File: config.mk
export PLATFORM = sky130hd
export DESIGN_NAME = i2c_frame_rx
export DESIGN_NICKNAME = d
export VERILOG_FILES = /design/src/rtl/i2c_frame_rx.sv
export SDC_FILE = /design/constraint.sdc
export NUM_CORES = 1
export LEC_CHECK = 0
export BUFFER_PORTS_ARGS = -buffer_cell sky130_fd_sc_hd__clkbuf_2
export CAP_MARGIN = 40
export CORE_ASPECT_RATIO = 1.1
export CORE_MARGIN = 3
export CORE_UTILIZATION = 59
export CTS_BUF_LIST = sky130_fd_sc_hd__clkbuf_4 sky130_fd_sc_hd__clkbuf_8
export DETAILED_ROUTE_END_ITERATION = 10
export PLACE_DENSITY_LB_ADDON = 0.08
export SLEW_MARGIN = 20
export SYNTH_ARGS = -nofsm -noshare
export SYNTH_HDL_FRONTEND = slang
export SYNTH_SLANG_ARGS = --single-unit
File: constraint.sdc
create_clock -name clk -period 3.2 [get_ports clk]
set_input_delay 0.64 -clock clk [delete_from_list [all_inputs] [get_ports clk]]
set_output_delay 0.64 -clock clk [all_outputs]
set_load 0.02 [all_outputs]
File: src/rtl/i2c_frame_rx.sv
module i2c_frame_rx #(
  parameter int NBYTES  = 8,
  parameter int TIMEOUT = 4096
) (
  input  logic                      clk,
  input  logic                      rst_n,
  input  logic [6:0]                local_addr,
  input  logic                      scl_i,
  input  logic                      sda_i,
  output logic                      sda_oe,
  output logic                      frame_valid,
  output logic [7:0]                frame_dst,
  output logic [7:0]                frame_src,
  output logic [7:0]                frame_code,
  output logic [(NBYTES-3)*8-1:0]   frame_payload
);
  localparam int IW = $clog2(NBYTES + 1);
  localparam int WW = $clog2(TIMEOUT);

  typedef enum logic [1:0] {S_IDLE, S_ADDR, S_DATA, S_SKIP} st_t;

  st_t                  st;
  logic [2:0]           scl_p, sda_p;
  logic [3:0]           bcnt;
  logic [7:0]           sh;
  logic [IW-1:0]        idx;
  logic [NBYTES*8-1:0]  buf_q;
  logic [WW-1:0]        wd;

  wire scl_s = scl_p[1];
  wire scl_q = scl_p[2];
  wire sda_s = sda_p[1];
  wire sda_q = sda_p[2];

  wire scl_rise = scl_s & ~scl_q;
  wire scl_fall = ~scl_s & scl_q;
  wire start    = scl_s & scl_q & sda_q & ~sda_s;
  wire stop     = scl_s & scl_q & ~sda_q & sda_s;
  wire addr_ok  = ~sh[0] & ((sh[7:1] == local_addr) | (sh[7:1] == 7'd0));
  wire wd_fire  = (st != S_IDLE) && (wd == WW'(TIMEOUT - 1)) &&
                  !(scl_rise | scl_fall | start | stop);

  always_ff @(posedge clk or negedge rst_n) begin
    if (!rst_n) begin
      scl_p <= 3'b111;
      sda_p <= 3'b111;
    end else begin
      scl_p <= {scl_p[1:0], scl_i};
      sda_p <= {sda_p[1:0], sda_i};
    end
  end

  always_ff @(posedge clk or negedge rst_n) begin
    if (!rst_n) begin
      st          <= S_IDLE;
      bcnt        <= '0;
      sh          <= '0;
      idx         <= '0;
      buf_q       <= '0;
      wd          <= '0;
      sda_oe      <= 1'b0;
      frame_valid <= 1'b0;
    end else begin
      frame_valid <= 1'b0;
      if (start) begin
        st     <= S_ADDR;
        bcnt   <= '0;
        idx    <= '0;
        wd     <= '0;
        sda_oe <= 1'b0;
      end else if (stop || wd_fire) begin
        st     <= S_IDLE;
        bcnt   <= '0;
        wd     <= '0;
        sda_oe <= 1'b0;
      end else if (st != S_IDLE) begin
        wd <= (scl_rise | scl_fall) ? '0 : wd + 1'b1;
        if (scl_rise && bcnt < 4'd8) begin
          sh   <= {sh[6:0], sda_s};
          bcnt <= bcnt + 1'b1;
        end else if (scl_rise && bcnt == 4'd8) begin
          bcnt <= 4'd9;
        end else if (scl_fall && bcnt == 4'd8) begin
          if (st == S_ADDR) begin
            if (addr_ok) sda_oe <= 1'b1;
            else         st     <= S_SKIP;
          end else if (st == S_DATA) begin
            buf_q[idx*8 +: 8] <= sh;
            idx               <= idx + 1'b1;
            sda_oe            <= 1'b1;
          end
        end else if (scl_fall && bcnt == 4'd9) begin
          sda_oe <= 1'b0;
          bcnt   <= '0;
          if (st == S_ADDR) begin
            st <= S_DATA;
          end else if (st == S_DATA && idx == IW'(NBYTES)) begin
            frame_valid <= 1'b1;
            st          <= S_SKIP;
          end
        end
      end
    end
  end

  assign frame_dst     = buf_q[7:0];
  assign frame_src     = buf_q[15:8];
  assign frame_code    = buf_q[23:16];
  assign frame_payload = buf_q[NBYTES*8-1:24];

endmodule

==> flow_summary_export.csv <==
group,metric,value,unit
run_status,status,"complete, no violations",
timing,slew_headroom,0.5468,
timing,slew_violations,0,
yosys,synth-seq-cells,102,
power_and_ir_drop,powerDensity,525.6,nW/µm²
detailed_routing,via_count,3758,
floorplan,coreArea,8083,µm²
timing,final-setup-viol-count,0,
detailed_routing,post-route-drc-count,0,
power_and_ir_drop,p_clk_frac,0.257,
cells_and_area,antenna_cells,0,
floorplan,rows,34,
detailed_routing,drt_iter0_markers,187,
clock_tree,clk_pin_slew,0.11,ns
place,dpl_worst_slack,0.4005,ns
global_route,overflow,0,
setup_path,cp.arrival,3.07,ns
clock_tree,htree_num_levels,3,
timing,period_needed,2.799,ns
place,placed_area,5474,µm²
cells_and_area,drive_above_1_share,0.2962,
clock_tree,cts_tree,"done",
detailed_routing,via_per_inst,5.737,
power_and_ir_drop,pwr-share-comb,0.214,
cells_and_area,final-instance-count-excl-fill,655,
yosys,ys_seq_area_frac,0.5130,
global_route,antenna_found_initial,0,
timing,fin_ws,0.4012,ns
setup_path,critPathMaxFanout,9,
floorplan,dieWidth,93.69,µm
yosys,syn_avg_cell_area,10.71,µm²
cells_and_area,stdcell_area,5660,µm²
yosys,synth_cell_types,60,
detailed_routing,drtAntennaViolNets,0,
timing,skew,0.01741,ns
timing,max_freq,0.3573,GHz
setup_path,setup.worst_path.start_class,"register",
yosys,ys_warn_count,0,
global_route,grt_max_degree,54,
hold_path,hold_path.class,"in -> async",
global_route,grtUsageTotal,0.2469,
clock_tree,hold_buffers,0,
cells_and_area,fin_nets,563,
yosys,synth_edf_count,0,
yosys,yosysMostFrequentCell,"dfrtp_1",
clock_tree,clock_latency,0.38,ns
timing,finalSetupTns,0,ns
setup_path,cp-end-kind,"register",
yosys,synth_common_cells,"96 x dfrtp_1, 68 x nand2_1, 41 x nor2_1",
cells_and_area,syn_to_final_growth,13.44,%
setup_path,r2r_slack,0.40,ns
detailed_routing,wl_per_cell,16.94,µm
power_and_ir_drop,peakVddDrop,370.4,µV
detailed_routing,drt_wl_total,11100,µm
power_and_ir_drop,swShare,0.3520,
yosys,synth_top_cell_by_area,"dfrtp_1",
timing,post-route-period-util,0.8746,
timing,hold_viol,0,
clock_tree,ctsResizeCount,0,
setup_path,regToRegEndpoint,"buf_q[30]$_DFFE_PN0P_",
yosys,yosysTopAreaCellShare,0.4814,
setup_path,timing.rr.start,"scl_p[1]$_DFF_PN1_",
clock_tree,cts_setup_buffers,0,
yosys,ys_async_sr_fraction,1.000,
global_route,first_global_vias,3850,
place,dp_hpwl,8328,µm
clock_tree,cts.path.max_buffers,2,
floorplan,start_util,0.6173,
power_and_ir_drop,p_sw,1.047,mW
yosys,synth_cells,466,
detailed_routing,firstDrtPassIters,5,
yosys,synthesis.nets,487,
timing,tightest_slew,0.6797,ns
power_and_ir_drop,p_int,1.928,mW
yosys,ys.flop_type,"dfrtp_1",
clock_tree,cts-root-buf,"clkbuf_8",
timing,rsz0062_at_grt,"no",
setup_path,crit_required,3.47,ns
place,place_congestion,0.8677,
power_and_ir_drop,p_leak,2.684,nW
floorplan,die_h,102.5,µm
setup_path,critical_path_class,"reg -> reg",
job,cap_violations,0,
power_and_ir_drop,seqPwrFrac,0.529,
global_route,grt_pass1_wl,18500,µm
floorplan,dieArea,9598,µm²
place,dpl.cell_count,638,
power_and_ir_drop,finalPower,2.975,mW
clock_tree,cts_made_buffers,9,
clock_tree,clock_sinks,102,
setup_path,r2r_cells,8,
cells_and_area,fin_util,0.7003,
place,place.port_buffers,76,
yosys,netlist_area,4990,µm²
timing,whs,0.2827,ns
floorplan,ios,77,
yosys,synth_area_leaders,"dfrtp_1 48%, mux2_2 7.2%, nand2_1 5.1%",
==> cell usage in the layout, fill, tap and decap left out, types with 4 or more instances in the layout <==
master,synthesis,routed
dfrtp_1,96,96
clkbuf_2,0,75
nand2_1,68,68
nor2_1,41,41
mux2_2,32,32
inv_1,20,20
o21ai_0,20,20
a21oi_1,17,17
xnor2_1,12,12
o31ai_1,10,10
ha_1,10,10
nand3_1,9,9
clkbuf_8,0,9
mux2_4,8,8
nand4_1,8,8
buf_4,0,7
mux2i_1,6,6
o41ai_1,6,6
dfstp_2,6,6
nor3_1,5,5
xor2_1,5,5
nand2b_1,4,4
or4_1,4,4
nor2b_1,4,4
nor4_1,4,4
a311oi_1,4,4
==> logic make-up (layout without fill, tap and decap cells) <==
kind of cell               after synthesis  after routing  share of synthesized area
buffers and inverters                   38            119                    0.03335
DFF                                    102            102                     0.5130
AOI/OAI and AO/OA                       81             81                     0.1111
muxes                                   46             46                     0.1083
adders and majority gates               10             10                    0.02508
xor gates and xnor gates                17             17                    0.02984
and+or+nand+nor                        172            172                     0.1793
==> critical path: stages, from the launching register on <==
cell and delay [ns]:
dfstp_2 0.58, inv_1 0.05, ha_1 0.37, o21ai_1 0.17, nor3_2 0.07, buf_4 0.16, a21oi_1 0.43, nand3_1 0.45
mux2_2 0.41
==> how the worst max path moves through the flow <==
stage / start / to / slack [ns] / cells after the start
global placement: scl_p[1]$_DFF_PN1_ / buf_q[29]$_DFFE_PN0P_ / 0.50 / 8
detailed placement: scl_p[1]$_DFF_PN1_ / buf_q[30]$_DFFE_PN0P_ / 0.40 / 8
CTS: scl_p[1]$_DFF_PN1_ / buf_q[30]$_DFFE_PN0P_ / 0.37 / 8
floorplan: idx[0]$_DFFE_PN0P_ / buf_q[32]$_DFFE_PN0P_ / 0.68 / 10
finish: scl_p[1]$_DFF_PN1_ / buf_q[30]$_DFFE_PN0P_ / 0.40 / 8
global route: idx[0]$_DFFE_PN0P_ / buf_q[49]$_DFFE_PN0P_ / 0.08 / 6
==> metal layers <==
metal | global-route usage | part of all wire
met4 | 0.08556 | 0.021
met1 | 0.3199 | 0.43
met5 | 0 | 0
met3 | 0.04271 | 0.038
met2 | 0.4211 | 0.51
==> final cells by class <==
cell class / count / area, µm²
multi-input combinational: 326 / 2263
tap: 108 / 135.1
sequential: 102 / 2560
timing repair buffer: 83 / 447.9
clock buffer: 9 / 123.9
fill: 648 / 2422
inverter: 20 / 75.07
clock inverter: 7 / 55.05
==> registers in the layout, summed over array words and instances (netlist names) <==
register,count
sda_oe,1
buf_q,64
st,2
sda_p,3
frame_valid,1
idx,4
wd,12
scl_p,3
bcnt,4
sh,8
==> power by group through the flow <==
| stage | Combinational, mW | Clock (mW) | Sequential [mW] |
|---|---|---|---|
| floorplan | 0.526 | 0 | 1.49 |
| global placement | 0.601 | 0 | 1.59 |
| detailed placement | 0.625 | 0 | 1.60 |
| CTS | 0.628 | 0.785 | 1.57 |
| global route | 0.711 | 0.825 | 1.59 |
| finish | 0.637 | 0.763 | 1.57 |
(Power assumes the default switching activity.)
